[config.mk]
export PLATFORM = sky130hd
export DESIGN_NAME = stopgrant_seq
export DESIGN_NICKNAME = d
export VERILOG_FILES = /design/src/rtl/stopgrant_pkg.sv /design/src/rtl/sg_sync.sv /design/src/rtl/sg_width_filter.sv /design/src/rtl/sg_fsm.sv /design/src/rtl/stopgrant_seq.sv
export SDC_FILE = /design/constraint.sdc
export NUM_CORES = 1
export LEC_CHECK = 0
export CAP_MARGIN = 20
export CORE_AREA = 3 3 40 42
export DETAILED_ROUTE_END_ITERATION = 10
export DIE_AREA = 0 0 43 45
export DONT_BUFFER_PORTS = 1
export PLACE_DENSITY_LB_ADDON = 0.12
export SYNTH_ARGS = -nofsm -noshare
export SYNTH_HDL_FRONTEND = slang
export SYNTH_SLANG_ARGS = --single-unit
[constraint.sdc]
create_clock -name clk -period 1.8 [get_ports clk]
set_input_delay 0.27 -clock clk [delete_from_list [all_inputs] [get_ports clk]]
set_output_delay 0.27 -clock clk [all_outputs]
set_load 0.05 [all_outputs]
[src/rtl/stopgrant_pkg.sv]
package stopgrant_pkg;
   localparam int STATE_W = 3;

   typedef enum logic [STATE_W-1:0] {
      SG_NORMAL  = 3'd0,
      SG_ARMED   = 3'd1,
      SG_FLUSH   = 3'd2,
      SG_DRAIN   = 3'd3,
      SG_SPECIAL = 3'd4,
      SG_WBWAIT  = 3'd5,
      SG_GRANT   = 3'd6,
      SG_STOPCLK = 3'd7
   } sg_state_e;
endpackage

[src/rtl/sg_sync.sv]
module sg_sync #(
   parameter int STAGES = 2
) (
   input  logic clk,
   input  logic rst_n,
   input  logic d,
   output logic q
);
   logic [STAGES-1:0] chain;

   generate
      if (STAGES < 2) begin : g_bad
         $error("sg_sync needs at least two stages");
      end
      for (genvar i = 0; i < STAGES; i++) begin : g_stage
         if (i == 0) begin : g_first
            always_ff @(posedge clk or negedge rst_n) begin
               if (!rst_n) chain[0] <= 1'b0;
               else        chain[0] <= d;
            end
         end else begin : g_next
            always_ff @(posedge clk or negedge rst_n) begin
               if (!rst_n) chain[i] <= 1'b0;
               else        chain[i] <= chain[i-1];
            end
         end
      end
   endgenerate

   assign q = chain[STAGES-1];
endmodule

[src/rtl/sg_width_filter.sv]
module sg_width_filter #(
   parameter int MIN_WIDTH = 2
) (
   input  logic clk,
   input  logic rst_n,
   input  logic req_in,
   output logic req_ok
);
   generate
      if (MIN_WIDTH < 1) begin : g_bad
         $error("sg_width_filter needs MIN_WIDTH of at least one");
      end else if (MIN_WIDTH == 1) begin : g_pass
         assign req_ok = req_in;
      end else begin : g_count
         localparam int CNT_W = $clog2(MIN_WIDTH);
         localparam logic [CNT_W-1:0] SAT = CNT_W'(MIN_WIDTH - 1);
         logic [CNT_W-1:0] run_len;

         always_ff @(posedge clk or negedge rst_n) begin
            if (!rst_n)            run_len <= '0;
            else if (!req_in)      run_len <= '0;
            else if (run_len != SAT) run_len <= run_len + 1'b1;
         end

         assign req_ok = req_in && (run_len == SAT);
      end
   endgenerate
endmodule

[src/rtl/sg_fsm.sv]
module sg_fsm
   import stopgrant_pkg::*;
(
   input  logic      clk,
   input  logic      rst_n,
   input  logic      req_ok,
   input  logic      retire_bnd,
   input  logic      flush_done,
   input  logic      bus_idle,
   input  logic      bus_ready,
   input  logic      wb_clear,
   input  logic      busclk_on,
   output sg_state_e state
);
   sg_state_e nxt;

   always_comb begin
      nxt = state;
      unique case (state)
         SG_NORMAL:  if (req_ok) nxt = SG_ARMED;
         SG_ARMED: begin
            if (!req_ok)         nxt = SG_NORMAL;
            else if (retire_bnd) nxt = SG_FLUSH;
         end
         SG_FLUSH:   if (flush_done) nxt = SG_DRAIN;
         SG_DRAIN:   if (bus_idle)   nxt = SG_SPECIAL;
         SG_SPECIAL: if (bus_ready)  nxt = wb_clear ? SG_GRANT : SG_WBWAIT;
         SG_WBWAIT:  if (wb_clear)   nxt = SG_GRANT;
         SG_GRANT: begin
            if (!busclk_on)   nxt = SG_STOPCLK;
            else if (!req_ok) nxt = SG_NORMAL;
         end
         SG_STOPCLK: if (busclk_on)  nxt = SG_GRANT;
         default:    nxt = SG_NORMAL;
      endcase
   end

   always_ff @(posedge clk or negedge rst_n) begin
      if (!rst_n) state <= SG_NORMAL;
      else        state <= nxt;
   end
endmodule

[src/rtl/stopgrant_seq.sv]
module stopgrant_seq
   import stopgrant_pkg::*;
#(
   parameter int                SYNC_STAGES = 2,
   parameter int                MIN_WIDTH   = 2,
   parameter int                TYPE_W      = 3,
   parameter logic [TYPE_W-1:0] SG_CODE     = 3'b101
) (
   input  logic              clk,
   input  logic              rst_n,
   input  logic              stop_req_n,
   input  logic              retire_bnd,
   input  logic              flush_done,
   input  logic              bus_idle,
   input  logic              bus_ready,
   input  logic              wb_empty,
   input  logic              wb_ignore,
   input  logic              busclk_on,
   output logic              flush_req,
   output logic              spc_req,
   output logic [TYPE_W-1:0] spc_type,
   output logic              core_clk_en,
   output logic [2:0]        state_o
);
   generate
      if (TYPE_W < 1) begin : g_bad_type
         $error("stopgrant_seq needs TYPE_W of at least one");
      end
      if (SG_CODE == '0) begin : g_bad_code
         $error("stop-grant code must differ from the idle value");
      end
   endgenerate

   logic      req_sync;
   logic      req_ok;
   logic      wb_clear;
   sg_state_e state;

   sg_sync #(.STAGES(SYNC_STAGES)) u_sync (
      .clk   (clk),
      .rst_n (rst_n),
      .d     (~stop_req_n),
      .q     (req_sync)
   );

   sg_width_filter #(.MIN_WIDTH(MIN_WIDTH)) u_filt (
      .clk    (clk),
      .rst_n  (rst_n),
      .req_in (req_sync),
      .req_ok (req_ok)
   );

   assign wb_clear = wb_ignore | wb_empty;

   sg_fsm u_fsm (
      .clk        (clk),
      .rst_n      (rst_n),
      .req_ok     (req_ok),
      .retire_bnd (retire_bnd),
      .flush_done (flush_done),
      .bus_idle   (bus_idle),
      .bus_ready  (bus_ready),
      .wb_clear   (wb_clear),
      .busclk_on  (busclk_on),
      .state      (state)
   );

   assign flush_req   = (state == SG_FLUSH);
   assign spc_req     = (state == SG_SPECIAL);
   assign spc_type    = spc_req ? SG_CODE : '0;
   assign core_clk_en = !((state == SG_GRANT) || (state == SG_STOPCLK));
   assign state_o     = state;
endmodule

==> flow_metrics.py <==
metrics = {
    "timing": {
        "final.min_clock_period_ns": 1.72,
        "fin_crit_sh_pct": 95.5,
        "holdWs_ns": 0.0861,
        "rsz0062_at_grt": "no",
        "slew_viol_final": 0,
        "setup_viol": 0,
        "final.setup.tns_ns": 0,
        "timing.fmax_mhz": 581,
        "hold_viol_final": 0,
        "skew_ns": 0.00743,
    },
    "worst_setup_path": {
        "timing.critical_path.cells": "nand2b_1, nor2_4, buf_12",
        "crit_required_ns": 1.53,
        "slowest_delay_ns": 0.60,
        "r2r_cells": 4,
        "cp_max_fo": 15,
        "r2r_slack_ns": 0.29,
        "end_kind": "output pin",
        "cp.arrival_ns": 1.45,
        "critical_path_class": "flop to output pin",
        "r2r-start": "u_fsm.state[1]$_DFFE_PN0P_",
        "cp_slowest_cell": "dfrtp_4",
        "cp-start-kind": "flop",
        "r2r_end": "u_fsm.state[1]$_DFFE_PN0P_",
    },
    "floorplan": {
        "start_util_pct": 35.0,
        "pin_count": 19,
        "dieArea_sq_mm": 0.00194,
        "core_sq_mm": 0.00128,
        "rows": 13,
        "die_h_um": 45,
        "die_w_um": 43,
    },
    "global_route": {
        "grt_pass1_wl_um": 1480,
        "grt_pass1_vias": 304,
        "track_usage_pct": 10.8,
        "grt_overflow": 0,
        "grt_max_degree": 16,
        "antenna_found_initial": 0,
    },
    "final_layout": {
        "antenna_cells": 0,
        "nets": 60,
        "fin_util_pct": 40.8,
        "drive_gt1_share_pct": 31.3,
        "design_area_sq_um": 524,
        "fillers": 127,
        "final_cell_mix": "4 x nand2_1, 4 x dfrtp_1, 3 x nor2_1, 3 x clkbuf_4",
        "area_growth_pct": 16.7,
    },
    "detailed_routing": {
        "wl_met2_um": 359,
        "highest_layer": "met4",
        "vias_per_cell": 5.51,
        "wl_um": 867,
        "routedWlPerCell_um": 13.8,
        "firstDrtPassIters": 4,
        "dr_wl_met3_um": 92,
        "ant_nets": 0,
        "drc": 0,
        "vias": 347,
        "m1WireLength_um": 402,
        "drtIter0Drc": 8,
    },
    "clock_tree": {
        "tritoncts": "yes",
        "clock_latency_ns": 0.24,
        "htree_levels": 1,
        "cts.sinks": 6,
        "cts_root_buffer": "clkbuf_4",
        "clk_path_buf_depth": 2,
        "cts_made_buffers": 3,
        "cts.clk_slew.worst_paths_ns": 0.05,
    },
    "min_path": {
        "hold_depth": 1,
        "hold_path_class": "primary input to flop",
        "min_to": "u_sync.chain[0]$_DFF_PN0_",
        "min_from": "stop_req_n",
    },
    "synth": {
        "synth_nets": 56,
        "syn-cell-area_sq_um": 449,
        "ys_types": 29,
        "syn_inst": 46,
        "ys_warn_count": 0,
        "ys_seq_area_share_pct": 33.4,
        "avgSynthCellArea_sq_um": 9.76,
        "synth-seq-cells": 6,
    },
    "power": {
        "p_leak_nw": 0.205,
        "peakVddDrop_v": 0.000914,
        "powerDensity_mw_per_mm2": 2230,
        "power_mw": 1.17,
    },
    "outcome": {
        "outcome": "finished, final reports clean",
    },
    "place": {
        "hpwl_um": 678,
        "placed_area_sq_um": 489,
        "routabilityCongestion": 0.736,
        "io_buffers": 0,
    },
    "run": {
        "drv_cap": 0,
    },
}
## metal layers
layer  track usage [%]  vias up
met5                 0        -
met2              13.2       18
li1                  -      172
met4              5.42        0
met3              8.37        2
met1              13.5      155
## cell usage after synthesis
library cell | n | area (sq um)
o211ai_1 | 1 | 7.51
dfrtp_1 | 6 | 150
buf_4 | 3 | 22.5
nor2b_1 | 1 | 6.26
a21oi_4 | 1 | 16.3
o2bb2ai_1 | 1 | 8.76
and2_1 | 2 | 12.5
nor3b_2 | 1 | 12.5
nor3_1 | 1 | 5.00
and4b_4 | 1 | 13.8
nand2_1 | 4 | 15.0
nand2b_1 | 1 | 6.26
nand3b_1 | 2 | 15.0
and3b_1 | 1 | 8.76
a41oi_1 | 2 | 17.5
nand3_1 | 1 | 5.00
buf_6 | 1 | 11.3
buf_2 | 2 | 10.0
nor4b_2 | 1 | 15.0
nor2_1 | 4 | 15.0
inv_1 | 1 | 3.75
o211a_1 | 1 | 10.0
and4bb_1 | 1 | 12.5
o21a_1 | 1 | 7.51
a31oi_4 | 1 | 21.3
o21ai_1 | 1 | 5.00
o21ai_0 | 1 | 5.00
nand4_1 | 1 | 6.26
conb_1 | 1 | 3.75
## flip-flops by register name, summed over array words and instances (netlist names)
signal	cells
u_sync.q	1
u_filt.g_count.run_len	1
u_sync.chain	1
u_fsm.state	3
## kinds of logic after synthesis
group	count (synthesis)	synth area share (%)
other	1	0.835
buffers and inverters	7	10.6
AO/OA/AOI/OAI	10	22.0
AND/OR/NAND/NOR	22	33.1
flip-flops	6	33.4
## stage by stage
stage,instances,setup slack [ns]
3_5_place_dp,59,0.269
5_1_grt,63,0.0141
2_1_floorplan,46,0.0358
6_report,63,0.0801
3_3_place_gp,59,0.296
4_1_cts,63,0.0501
## report_power, final
part | leakage (nW) | total (mW) | switching [mW] | internal (mW)
logic | 0.123 | 0.694 | 0.426 | 0.269
clock network | 0.0138 | 0.121 | 0.0454 | 0.0752
registers | 0.0688 | 0.352 | 0.167 | 0.185
total | 0.205 | 1.17 | 0.638 | 0.529
## what timing repair did
action / 4_1_cts / 5_1_grt
hold endpoints to repair: 6 / 0
hold buffers: 1 / 0
gates resized for setup: 0 / 1
buffers inserted: 0 / 0
setup endpoints to repair: 0 / 3
## cell type report
type	instances	area, sq um	area share, %
flip-flops and latches	6	155	29.6
multi-input cells	33	259	49.4
repair buffers	5	65.1	12.4
inverters	1	3.75	0.716
well taps	15	18.8	3.58
clock buffers	3	22.5	4.30
## worst max-delay path by stage
stage                               start  slack, ns                          to  depth (start not counted)
4_1_cts        u_fsm.state[1]$_DFFE_PN0P_       0.05                 spc_type[2]                          3
3_3_place_gp   u_fsm.state[1]$_DFFE_PN0P_       0.30  u_fsm.state[1]$_DFFE_PN0P_                          4
2_1_floorplan  u_fsm.state[1]$_DFFE_PN0P_       0.04                 spc_type[0]                          4
3_5_place_dp   u_fsm.state[1]$_DFFE_PN0P_       0.27  u_fsm.state[1]$_DFFE_PN0P_                          4
6_report       u_fsm.state[1]$_DFFE_PN0P_       0.08                 spc_type[2]                          3
5_1_grt        u_fsm.state[1]$_DFFE_PN0P_       0.01                 spc_type[2]                          3
## worst max-delay path: cells and delay by family, from the launching register on
family	cells	cell delay (ns)
AND/OR/NAND/NOR	2	0.38
buffers and inverters	1	0.22
flip-flops	1	0.60
(Power assumes the default switching activity.)
